File: src/rtl/spg_pkg.sv
package spg_pkg;
    typedef enum logic [1:0] {
        ST_IDLE   = 2'd0,
        ST_DELAY  = 2'd1,
        ST_WINDOW = 2'd2,
        ST_PULSE  = 2'd3
    } spg_state_e;
endpackage

File: src/rtl/spg_strobe_edge.sv
module spg_strobe_edge #(
    parameter int STAGES = 2
) (
    input  logic clk_i,
    input  logic rst_i,
    input  logic strobe_i,
    output logic rise_o
);
    logic [STAGES:0] shift_q;

    always_ff @(posedge clk_i) begin
        if (rst_i) shift_q <= '0;
        else       shift_q <= {shift_q[STAGES-1:0], strobe_i};
    end

    assign rise_o = shift_q[STAGES-1] & ~shift_q[STAGES];
endmodule

File: src/rtl/spg_target.sv
module spg_target #(
    parameter int EL_W        = 17,
    parameter int SET_W       = 10,
    parameter int SET_MAX     = 1000,
    parameter int LO_BASE_NS  = 100,
    parameter int HI_BASE_NS  = 1000,
    parameter int LO_STEP_NS  = 1,
    parameter int HI_STEP_NS  = 10,
    parameter int LO_WIN_NS   = 5000,
    parameter int HI_WIN_NS   = 50000
) (
    input  logic             ext_sel_i,
    input  logic             long_range_i,
    input  logic [SET_W-1:0] setting_i,
    output logic [EL_W-1:0]  target_o
);
    logic [EL_W-1:0] set_clamped;

    always_comb begin
        if (int'(setting_i) > SET_MAX) set_clamped = EL_W'(SET_MAX);
        else                           set_clamped = EL_W'(setting_i);

        if (ext_sel_i)
            target_o = long_range_i ? EL_W'(HI_WIN_NS) : EL_W'(LO_WIN_NS);
        else if (long_range_i)
            target_o = EL_W'(HI_BASE_NS) + set_clamped * EL_W'(HI_STEP_NS);
        else
            target_o = EL_W'(LO_BASE_NS) + set_clamped * EL_W'(LO_STEP_NS);
    end
endmodule

File: src/rtl/strobed_pulse_gen.sv
module strobed_pulse_gen #(
    parameter int CLK_NS      = 10,
    parameter int SET_W       = 10,
    parameter int SET_MAX     = 1000,
    parameter int LO_BASE_NS  = 100,
    parameter int HI_BASE_NS  = 1000,
    parameter int LO_STEP_NS  = 1,
    parameter int HI_STEP_NS  = 10,
    parameter int LO_WIN_NS   = 5000,
    parameter int HI_WIN_NS   = 50000,
    parameter int SLOW_NS     = 500,
    parameter int FAST_NS     = 20,
    parameter int SLOW_TAIL_NS = 200,
    parameter int FAST_TAIL_NS = 100,
    parameter int SYNC_STAGES = 2
) (
    input  logic             clk_i,
    input  logic             rst_i,
    input  logic             accept_i,
    input  logic             ext_sel_i,
    input  logic             long_range_i,
    input  logic [SET_W-1:0] delay_set_i,
    input  logic             strobe_i,
    output logic             fast_o,
    output logic             slow_o,
    output logic             busy_o
);
    import spg_pkg::*;

    localparam int MAX_DELAY_NS = HI_BASE_NS + SET_MAX * HI_STEP_NS;
    localparam int MAX_NS   = (MAX_DELAY_NS > HI_WIN_NS ? MAX_DELAY_NS : HI_WIN_NS) + CLK_NS;
    localparam int EL_W     = $clog2(MAX_NS + 1);
    localparam int SLOW_CYC = SLOW_NS / CLK_NS;
    localparam int FAST_CYC = FAST_NS / CLK_NS;
    localparam int HOLD_SLOW = (SLOW_NS + SLOW_TAIL_NS) / CLK_NS;
    localparam int HOLD_FAST = (FAST_NS + FAST_TAIL_NS) / CLK_NS;
    localparam int HOLD_CYC = HOLD_SLOW > HOLD_FAST ? HOLD_SLOW : HOLD_FAST;
    localparam int PC_W     = $clog2(HOLD_CYC + 1);

    typedef struct packed {
        spg_state_e      st;
        logic [EL_W-1:0] elapsed;
        logic [EL_W-1:0] target;
        logic [PC_W-1:0] pcount;
    } spg_regs_t;

    spg_regs_t r_q, r_d;
    logic            strobe_rise;
    logic [EL_W-1:0] new_target;

    spg_strobe_edge #(.STAGES(SYNC_STAGES)) u_edge (
        .clk_i    (clk_i),
        .rst_i    (rst_i),
        .strobe_i (strobe_i),
        .rise_o   (strobe_rise)
    );

    spg_target #(
        .EL_W(EL_W), .SET_W(SET_W), .SET_MAX(SET_MAX),
        .LO_BASE_NS(LO_BASE_NS), .HI_BASE_NS(HI_BASE_NS),
        .LO_STEP_NS(LO_STEP_NS), .HI_STEP_NS(HI_STEP_NS),
        .LO_WIN_NS(LO_WIN_NS), .HI_WIN_NS(HI_WIN_NS)
    ) u_target (
        .ext_sel_i    (ext_sel_i),
        .long_range_i (long_range_i),
        .setting_i    (delay_set_i),
        .target_o     (new_target)
    );

    always_comb begin
        r_d = r_q;
        unique case (r_q.st)
            ST_IDLE: begin
                if (accept_i) begin
                    r_d.st      = ext_sel_i ? ST_WINDOW : ST_DELAY;
                    r_d.elapsed = EL_W'(CLK_NS);
                    r_d.target  = new_target;
                    r_d.pcount  = '0;
                end
            end
            ST_DELAY: begin
                if (r_q.elapsed >= r_q.target) begin
                    r_d.st     = ST_PULSE;
                    r_d.pcount = '0;
                end else begin
                    r_d.elapsed = r_q.elapsed + EL_W'(CLK_NS);
                end
            end
            ST_WINDOW: begin
                if (strobe_rise) begin
                    r_d.st     = ST_PULSE;
                    r_d.pcount = '0;
                end else if (r_q.elapsed >= r_q.target) begin
                    r_d.st = ST_IDLE;
                end else begin
                    r_d.elapsed = r_q.elapsed + EL_W'(CLK_NS);
                end
            end
            ST_PULSE: begin
                if (r_q.pcount == PC_W'(HOLD_CYC - 1)) r_d.st = ST_IDLE;
                else r_d.pcount = r_q.pcount + 1'b1;
            end
            default: r_d.st = ST_IDLE;
        endcase
    end

    always_ff @(posedge clk_i) begin
        if (rst_i) begin
            r_q.st      <= ST_IDLE;
            r_q.elapsed <= '0;
            r_q.target  <= '0;
            r_q.pcount  <= '0;
        end else begin
            r_q <= r_d;
        end
    end

    assign busy_o = (r_q.st != ST_IDLE);
    assign slow_o = (r_q.st == ST_PULSE) && (r_q.pcount < PC_W'(SLOW_CYC));
    assign fast_o = (r_q.st == ST_PULSE) && (r_q.pcount < PC_W'(FAST_CYC));
endmodule

File: config.mk
export PLATFORM = sky130hd
export DESIGN_NAME = strobed_pulse_gen
export DESIGN_NICKNAME = d
export VERILOG_FILES = /design/src/rtl/spg_pkg.sv /design/src/rtl/spg_strobe_edge.sv /design/src/rtl/spg_target.sv /design/src/rtl/strobed_pulse_gen.sv
export SDC_FILE = /design/constraint.sdc
export NUM_CORES = 1
export LEC_CHECK = 0
export ABC_AREA = 1
export BUFFER_PORTS_ARGS = -buffer_cell sky130_fd_sc_hd__buf_2
export CAP_MARGIN = 20
export CORE_MARGIN = 2
export CORE_UTILIZATION = 35
export DETAILED_ROUTE_END_ITERATION = 8
export PLACE_DENSITY = 0.54
export SLEW_MARGIN = 20
export SYNTH_ARGS = -nofsm -noshare
export SYNTH_HDL_FRONTEND = slang
export SYNTH_HIERARCHICAL = 1
export SYNTH_SLANG_ARGS = --single-unit
File: constraint.sdc
create_clock -name clk_i -period 3.4 [get_ports clk_i]
set_input_delay 0.34 -clock clk_i [delete_from_list [all_inputs] [get_ports clk_i]]
set_output_delay 0.34 -clock clk_i [all_outputs]
set_load 0.005 [all_outputs]
==> impl_metrics.csv, run 1 <==
group,metric,value,unit
cells_and_area,final_common_cell,"nand2_1",
clock_tree,cts_max_level,2,
setup_path,start_kind,"primary input",
clock_tree,postCtsHoldBufs,0,
worst_hold_path,hold_class,"in -> reg",
global_routing,grt_antenna_before_repair,0,
synth,ys_seq_area_share,22.8,%
placed_design,place_ws,24.6,ps
clock_tree,clk_path_buf_depth,2,
sta,rsz0062_at_grt,"no",
synth,yosys-top-cells-area,"dfxtp_1 23%, nand2_1 13%, ha_1 13%",
cells_and_area,insertedDiodeCount,0,
synth,ys.flop_type,"dfxtp_1",
synth,ys_warn_count,6,
placed_design,hpwl,7060,um
synth,synth_area,0.00378,mm^2
synth,synth.avg_cell_area,6.28,um^2
placed_design,place_congestion,0.871,
sta,setup_ws,298,ps
synth,ys_ff_latch,43,
routing,drt-total-wl,8930,um
clock_tree,tritoncts,"built",
cells_and_area,layout_common_cells,"131 x nand2_1, 94 x inv_1, 75 x nor2_1",
cells_and_area,fillCellCount,1155,
placed_design,portBuffers,18,
global_routing,grt_usage,16.3,%
synth,synth_edf_count,0,
sta,whs,241,ps
global_routing,grt_pass1_vias,3340,
sta,maxSlewHeadroom,37.6,%
placed_design,dp_cells,745,
routing,vias_per_cell,4.80,
cells_and_area,fin_nets,672,
die,fp.dieArea,0.0116,mm^2
setup_path,crit_arrival,3250,ps
sta,drv_slew,0,
pwr,power_density,655,mW/mm^2
clock_tree,clock_latency,290,ps
synth,synthArstFlopShare,0,%
clock_tree,root_buffer,"clkbuf_8",
setup_path,critical_path_class,"in -> reg",
routing,wl_per_cell,11.9,um
clock_tree,cts_resized,0,
flow_run,cap_violations,0,
cells_and_area,final_cells,753,
pwr,irDropWorstVdd,0.000644,V
clock_tree,cts_setup_buffers,0,
clock_tree,cts.sinks,43,
die,die_w,108,um
global_routing,grt_pass1_wl,15500,um
setup_path,cp.required,3550,ps
synth,synth.distinct_cells,41,
pwr,p_leak,1.99,nW
routing,firstDrtPassIters,4,
clock_tree,clk_pin_slew,80,ps
sta,finalHoldViolations,0,
routing,ant_nets,0,
global_routing,grt_max_degree,34,
clock_tree,numCtsBuffers,5,
die,core_area,0.0104,mm^2
die,std_cell_rows,37,
routing,routed-via-count,3614,
routing,drt_iter0_markers,120,
die,initial_utilization,36.3,%
global_routing,grt-ovfl-total,0,
sta,fin_crit,3100,ps
sta,setup_viol,0,
synth,yosysTopAreaCellShare,22.8,%
sta,fin_tns_setup,0,ps
cells_and_area,synthToLayoutAreaGrowth,8.28,%
die,ios,19,
sta,skew,7.97,ps
synth,syn_inst,602,
outcome,status,"complete, no violations",
setup_path,cp_max_fo,4,
routing,drc,0,
sta,post-route-period-util,91.2,%
cells_and_area,drive_gt1_share,11.8,%
synth,syn-num-nets,658,
sta,fmax,0.322,GHz
synth,synth_top_cell_by_area,"dfxtp_1",
sta,tightest_slew,936,ps
die,fp.dieH,108,um
setup_path,end_kind,"flop",
## layer usage
layer / global-route usage [%] / vias up / wire (um)
met5: 0 / - / 0
met4: 2.84 / 0 / 63
met3: 2.06 / 7 / 216
met2: 27.0 / 40 / 3940
met1: 22.9 / 1609 / 4710
li1: - / 1958 / -
## metrics by stage
| stage | instance area [um^2] | total power (W) | util [%] |
|---|---|---|---|
| 2_1_floorplan | 3780 | 0.00204 | - |
| 3_3_place_gp | 3990 | 0.00231 | 38.3 |
| 3_5_place_dp | 3990 | 0.00234 | 38.3 |
| 4_1_cts | 4090 | 0.00271 | 39.3 |
| 5_1_grt | 4090 | 0.00298 | 39.3 |
| 6_report | 4090 | 0.00268 | 39.3 |
## state kept, by name (all words and copies together), names as in the netlist
name and cells:
u_edge/shift_q 3, r_q 40
## critical path, stage by stage
cell	delay [ps]
buf_2	130
o31ai_1	190
nand2_1	70
nand2_1	60
inv_1	60
or2_2	310
ha_1	290
ha_1	160
inv_1	50
fa_1	390
inv_1	90
nand3_1	100
nand2_2	100
nand2_1	50
nand2_1	100
inv_2	60
nor2_2	140
nand2_2	90
nand3_1	80
nand2_1	60
nand3_1	60
nand2_1	40
o21ai_0	150
a21oi_1	60
## final cells by class
cell class | count | area [um^2] | area share, %
clock buffer | 8 | 100 | 2.45
inverter | 101 | 379 | 9.27
multi-input combinational | 443 | 2460 | 60.2
sequential | 43 | 861 | 21.0
tap | 136 | 170 | 4.16
timing repair buffer | 22 | 120 | 2.94
## synthesized netlist by cell type (2+ instances only)
cell,n
a211oi_1,2
a21oi_1,44
a21oi_2,4
a31oi_1,2
buf_2,2
buf_6,2
clkbuf_1,10
dfxtp_1,43
ha_1,39
inv_1,94
inv_2,7
nand2_1,131
nand2_2,14
nand3_1,34
nand3_2,3
nand3b_1,2
nand4_1,12
nor2_1,75
nor2_2,5
nor3_1,4
o21ai_0,42
o21ai_1,2
o22ai_1,3
o31ai_1,2
or2_2,3
xnor2_1,3
xor2_1,4
## worst paths after layout
path | from | cells after the start | to | slack [ps]
setup / recovery | delay_set_i[2] | 24 | r_q[19] | 300
hold reg to reg | u_edge/shift_q[0] | 2 | u_edge/shift_q[1] | 410
setup reg to reg | r_q[39] | 7 | r_q[38] | 1040
hold / removal | strobe_i | 3 | u_edge/shift_q[0] | 240
## power by group
part	internal, W	leakage [nW]	switching [W]
registers	0.000636	0.353	0.000130
logic	0.000539	1.59	0.00101
clock network	0.000186	0.0515	0.000175
total	0.00136	1.99	0.00132
## logic make-up after synthesis
| kind of cell | Yosys count | share of synthesized area (%) |
|---|---|---|
| flip-flops | 43 | 22.8 |
| AO/OA/AOI/OAI | 107 | 16.1 |
| AND/OR/NAND/NOR | 289 | 34.0 |
| XOR/XNOR | 7 | 1.62 |
| adder cells (fa/ha/maj) | 40 | 13.4 |
| buffers and inverters | 116 | 12.1 |
No activity file was read; power rests on OpenSTA's default activity.
==> run 2: changes to the inputs <==
--- a/config.mk
+++ b/config.mk
@@ -14,3 +14,3 @@
 export PLACE_DENSITY = 0.54
-export SLEW_MARGIN = 20
+export RECOVER_POWER = 50
 export SYNTH_ARGS = -nofsm -noshare
==> constraint.sdc (replaced) <==
create_clock -name clk_i -period 3.4 [get_ports clk_i]
set_input_delay 0 -clock clk_i [delete_from_list [all_inputs] [get_ports clk_i]]
set_output_delay 0 -clock clk_i [all_outputs]
set_load 0.005 [all_outputs]
==> impl_metrics.csv, run 2 (same netlist as run 1, synthesis figures left out) <==
group,metric,value,unit
outcome,status,"complete, no violations",
clock_tree,clk_path_buf_depth,2,
global_routing,grtUsageMet3,2.42,%
clock_tree,cts_resized,0,
clock_tree,clock_latency,300,ps
cells_and_area,synthToLayoutAreaGrowth,6.99,%
clock_tree,cts_setup_buffers,0,
die,die_w,108,um
pwr,power_density,651,mW/mm^2
sta,drv_slew,0,
global_routing,grt_max_degree,34,
routing,routed-via-count,3676,
setup_path,crit_arrival,2950,ps
cells_and_area,regArea,861,um^2
worst_hold_path,hold_class,"in -> reg",
sta,maxSlewHeadroom,35.1,%
clock_tree,root_buffer,"clkbuf_8",
cells_and_area,largest_reg_flops,40,
routing,drt-total-wl,9230,um
pwr,irDropWorstVdd,0.000470,V
cells_and_area,insertedDiodeCount,0,
setup_path,r2r-start,"r_q[39]",
clock_tree,tritoncts,"built",
cells_and_area,fillCellCount,1121,
placed_design,hpwl,7160,um
clock_tree,cts_max_level,2,
placed_design,dp_cells,741,
routing,vias_per_cell,4.89,
cells_and_area,multi_input_comb_area,0.00244,mm^2
global_routing,grt.met2_usage,28.3,%
setup_path,cp.required,3550,ps
pwr,p_leak,1.96,nW
sta,fin_tns_setup,0,ps
global_routing,grt-ovfl-total,0,
cells_and_area,final_cells,751,
setup_path,rrSetupSlack,880,ps
cells_and_area,drive_gt1_share,10.1,%
worst_hold_path,worstHoldPathCells,2,
die,core_area,0.0104,mm^2
sta,post-route-period-util,82.3,%
routing,firstDrtPassIters,5,
cells_and_area,largest-register,"r_q",
global_routing,grt_pass1_wl,15900,um
worst_hold_path,min_from,"rst_i",
sta,tightest_slew,973,ps
setup_path,start_kind,"primary input",
die,initial_utilization,36.3,%
placed_design,portBuffers,18,
clock_tree,numCtsBuffers,5,
flow_run,cap_violations,0,
clock_tree,postCtsHoldBufs,2,
sta,rsz0062_at_grt,"no",
sta,skew,8.81,ps
global_routing,grt_antenna_before_repair,0,
clock_tree,clk_pin_slew,90,ps
cells_and_area,fin_area,0.00404,mm^2
placed_design,place_congestion,0.882,
die,fp.dieH,108,um
routing,ant_nets,0,
routing,drt_iter0_markers,165,
setup_path,rr_endpoint,"r_q[25]",
die,ios,19,
global_routing,busiest_layer,"met2",
setup_path,end_kind,"flop",
global_routing,grt_pass1_vias,3431,
die,std_cell_rows,37,
die,fp.dieArea,0.0116,mm^2
cells_and_area,top_regs,"r_q (40), u_edge/shift_q (3)",
cells_and_area,fin_nets,670,
placed_design,place_area,0.00396,mm^2
setup_path,reg2reg_depth,8,
setup_path,critical_path_class,"in -> reg",
setup_path,cp_max_fo,4,
cells_and_area,final_common_cell,"nand2_1",
sta,setup_viol,0,
sta,fmax,0.357,GHz
routing,drc,0,
sta,whs,56.9,ps
worst_hold_path,hold_path_end,"r_q[37]",
global_routing,grt_usage,16.8,%
routing,wl_per_cell,12.3,um
global_routing,globalRouteMet1Util,23.1,%
sta,fin_crit,2800,ps
clock_tree,cts.sinks,43,
cells_and_area,layout_common_cells,"131 x nand2_1, 96 x inv_1, 75 x nor2_1",
sta,finalHoldViolations,0,
[run 2: power by group]
part / switching, W / internal, W / total [W]
Sequential: 0.000125 / 0.000636 / 0.000762
Clock: 0.000177 / 0.000145 / 0.000322
Combinational: 0.00102 / 0.000525 / 0.00155
Total: 0.00133 / 0.00131 / 0.00263
[run 2: layout make-up]
class                   count  area share, %
clock buffers               7           1.89
clock inverters             1          0.124
inverters                 101           9.38
multi-input cells         443           60.4
flip-flops and latches     43           21.3
well taps                 136           4.21
repair buffers             20           2.66
[run 2: how the worst max path moves through the flow]
stage,start,end,slack [ps],depth (start not counted)
after global routing,delay_set_i[0],r_q[19],330,24
final,delay_set_i[2],r_q[19],600,24
after detailed placement,delay_set_i[0],r_q[19],280,24
after floorplan,delay_set_i[0],r_q[19],700,23
after global placement,delay_set_i[0],r_q[19],370,24
after CTS,delay_set_i[0],r_q[19],600,24
[run 2: metal layers]
metal  wire length (um)  share of wire (%)
met1               4650                 50
met3                356                3.9
met2               4160                 45
met4                 64               0.69
met5                  0                  0
[run 2: per-stage QoR]
stage / total power (W) / utilization, % / setup slack (ps)
2_1_floorplan: 0.00204 / - / 698
3_3_place_gp: 0.00230 / 38.0 / 369
3_5_place_dp: 0.00234 / 38.0 / 284
4_1_cts: 0.00269 / 39.0 / 605
5_1_grt: 0.00294 / 38.8 / 335
6_report: 0.00263 / 38.8 / 601
[run 2: critical path, stage by stage]
cell,delay [ps]
buf_2,130
o31ai_1,190
nand2_1,80
nand2_1,60
inv_1,60
or2_2,310
ha_1,290
ha_1,180
inv_1,60
fa_1,400
inv_1,90
nand3_1,100
nand2_2,100
nand2_1,50
nand2_1,90
inv_2,60
nor2_2,130
nand2_2,90
nand3_1,80
nand2_1,60
nand3_1,60
nand2_1,40
o21ai_0,160
a21oi_1,70
==> run 3: changes to the inputs <==
- ABC_AREA: 1 -> 0
- clock period: 3.4 -> 2.9 ns (I/O delays scaled with it)
==> impl_metrics.csv, run 3 <==
group,metric,value,unit
die,fp.dieArea,0.0115,mm^2
global_routing,grt-ovfl-total,0,
routing,drt_iter0_markers,245,
setup_path,cp_max_fo,3,
die,ios,19,
synth,ys_seq_area_share,23.1,%
sta,skew,8.37,ps
synth,synth_edf_count,0,
routing,vias_per_cell,5.39,
cells_and_area,synthToLayoutAreaGrowth,19.2,%
pwr,power.total,0.00272,W
placed_design,portBuffers,18,
global_routing,grt_pass1_wl,16500,um
cells_and_area,fillCellCount,1069,
sta,fmax,0.334,GHz
setup_path,cp.required,3130,ps
cells_and_area,drive_gt1_share,18.7,%
clock_tree,clk_pin_slew,80,ps
cells_and_area,final_cells,666,
synth,yosys-top-cells-area,"dfxtp_1 23%, ha_1 13%, nand2_1 6.6%",
cells_and_area,insertedDiodeCount,0,
die,fp.dieH,107,um
clock_tree,numCtsBuffers,5,
routing,firstDrtPassIters,4,
die,initial_utilization,36.0,%
sta,whs,56.2,ps
die,die_w,107,um
synth,syn-num-nets,540,
pwr,irDropWorstVdd,0.000349,V
pwr,p_leak,1.80,nW
global_routing,grt_pass1_vias,3489,
clock_tree,tritoncts,"built",
synth,synth.avg_cell_area,7.69,um^2
cells_and_area,final_util,43.0,%
synth,ys_ff_latch,43,
synth,ys_warn_count,6,
global_routing,grt_max_degree,40,
cells_and_area,top_regs,"r_q (40), u_edge/shift_q (3)",
routing,drt-total-wl,9580,um
sta,setup_ws,-92.5,ps
clock_tree,clock_latency,300,ps
worst_hold_path,worstHoldPathCells,3,
placed_design,hpwl,7360,um
global_routing,grt_antenna_before_repair,0,
outcome,status,"finished with violations",
synth,syn_inst,484,
routing,wl_per_cell,14.4,um
cells_and_area,largest_reg_flops,40,
global_routing,grt_usage,17.6,%
clock_tree,clk_path_buf_depth,2,
outcome,violations,"negative setup slack",
flow_run,cap_violations,0,
sta,post-route-period-util,103,%
clock_tree,root_buffer,"clkbuf_8",
setup_path,critical_path_class,"in -> reg",
synth,synthTopCellsByCount,"65 x nand2_1, 43 x dfxtp_1, 39 x ha_1",
clock_tree,cts_max_level,2,
sta,tightest_slew,727,ps
sta,finalHoldViolations,0,
clock_tree,cts.sinks,43,
placed_design,place_congestion,0.830,
synth,synthArstFlopShare,0,%
routing,routed-via-count,3590,
cells_and_area,layout_common_cells,"64 x nand2_1, 43 x dfxtp_1, 40 x buf_4",
setup_path,crit_arrival,3220,ps
worst_hold_path,hold_class,"in -> reg",
cells_and_area,final_common_cell,"nand2_1",
synth,yosysMostFrequentCell,"nand2_1",
setup_path,end_kind,"flop",
setup_path,start_kind,"primary input",
die,core_area,0.0103,mm^2
synth,synth_area,0.00372,mm^2
cells_and_area,largest-register,"r_q",
sta,rsz0062_at_grt,"yes",
pwr,power_density,613,mW/mm^2
synth,synth_top_cell_by_area,"dfxtp_1",
routing,drc,0,
setup_path,reg2reg_depth,8,
placed_design,dp_cells,656,
die,std_cell_rows,37,
sta,maxSlewHeadroom,51.5,%
synth,yosysTopAreaCellShare,23.1,%
synth,synth.distinct_cells,74,
routing,ant_nets,0,
sta,fin_crit,2990,ps
synth,ys.flop_type,"dfxtp_1",
sta,drv_slew,0,
cells_and_area,fin_nets,586,
sta,setup_viol,6,
-- run 3: cell types whose count changed after synthesis, moves of 14 or more --
| cell | delta |
|---|---|
| nand2_2 | -14 |
| inv_1 | -61 |
| o21ai_0 | -27 |
| nor2_1 | -43 |
| nand3_1 | -15 |
| nand2_1 | -66 |
-- run 3: cell families after synthesis --
family / synth area share, %
buffers and inverters: 6.39
and+or+nand+nor: 27.7
adders and majority gates: 13.7
muxes: 1.35
xor gates and xnor gates: 3.90
AOI/OAI and AO/OA: 23.8
DFF: 23.1
-- run 3: layout make-up --
| cell class | instances | area (um^2) | share of cell area, % |
|---|---|---|---|
| Timing Repair Buffer | 63 | 429 | 9.68 |
| Clock buffer | 6 | 72.6 | 1.64 |
| Tap cell | 136 | 170 | 3.84 |
| Multi-Input combinational cell | 383 | 2740 | 61.9 |
| Inverter | 34 | 128 | 2.88 |
| Clock inverter | 1 | 30.0 | 0.677 |
| Sequential cell | 43 | 861 | 19.4 |
-- run 3: metal layers --
| metal | vias to the layer above | track usage, % | share of wire [%] |
|---|---|---|---|
| met1 | 1687 | 23.6 | 49 |
| met3 | 9 | 2.49 | 2.9 |
| met5 | - | 0 | 0 |
| met2 | 50 | 29.7 | 47 |
| met4 | 0 | 4.08 | 1.0 |
| li1 | 1844 | - | - |
-- run 3: what timing repair did --
item                                    CTS  global route
pin swaps                                 7             6
hold buffers                              1             0
setup buffers                             1             1
hold endpoints to repair                  1             0
gates resized for setup                   7            13
endpoints found under the setup margin    7             8
-- run 3: stage by stage --
step / TNS [ps] / setup WS, ps / cell area (um^2)
finish: -372 / -92.5 / 4430
global route: -1260 / -247 / 4430
detailed placement: -3180 / -445 / 4230
floorplan: -743 / -196 / 3760
global placement: -2440 / -361 / 4230
CTS: -429 / -90.4 / 4380
-- run 3: final timing paths --
| check | startpoint | to | slack [ps] |
|---|---|---|---|
| setup / recovery | delay_set_i[2] | r_q[19] | -90 |
| hold / removal | accept_i | r_q[40] | 60 |
| setup reg to reg | r_q[30] | r_q[0] | 310 |
| hold reg to reg | r_q[17] | r_q[17] | 460 |
-- run 3: worst max-delay path, stage by stage --
cell,delay (ps)
buf_6,90
or4b_4,540
a21oi_4,180
nor2_4,50
or2_4,260
ha_4,280
ha_4,130
inv_2,30
fa_2,320
and2b_2,270
o2111ai_4,130
buf_6,160
nand3_1,50
nand3b_1,120
and4_4,240
o31ai_4,160
nand2_1,70
a21oi_1,110
-- run 3: power breakdown --
group / internal [W] / switching [W] / total (W)
Combinational: 0.000590 / 0.000936 / 0.00153
Clock: 0.000253 / 0.000212 / 0.000465
Sequential: 0.000661 / 0.0000690 / 0.000730
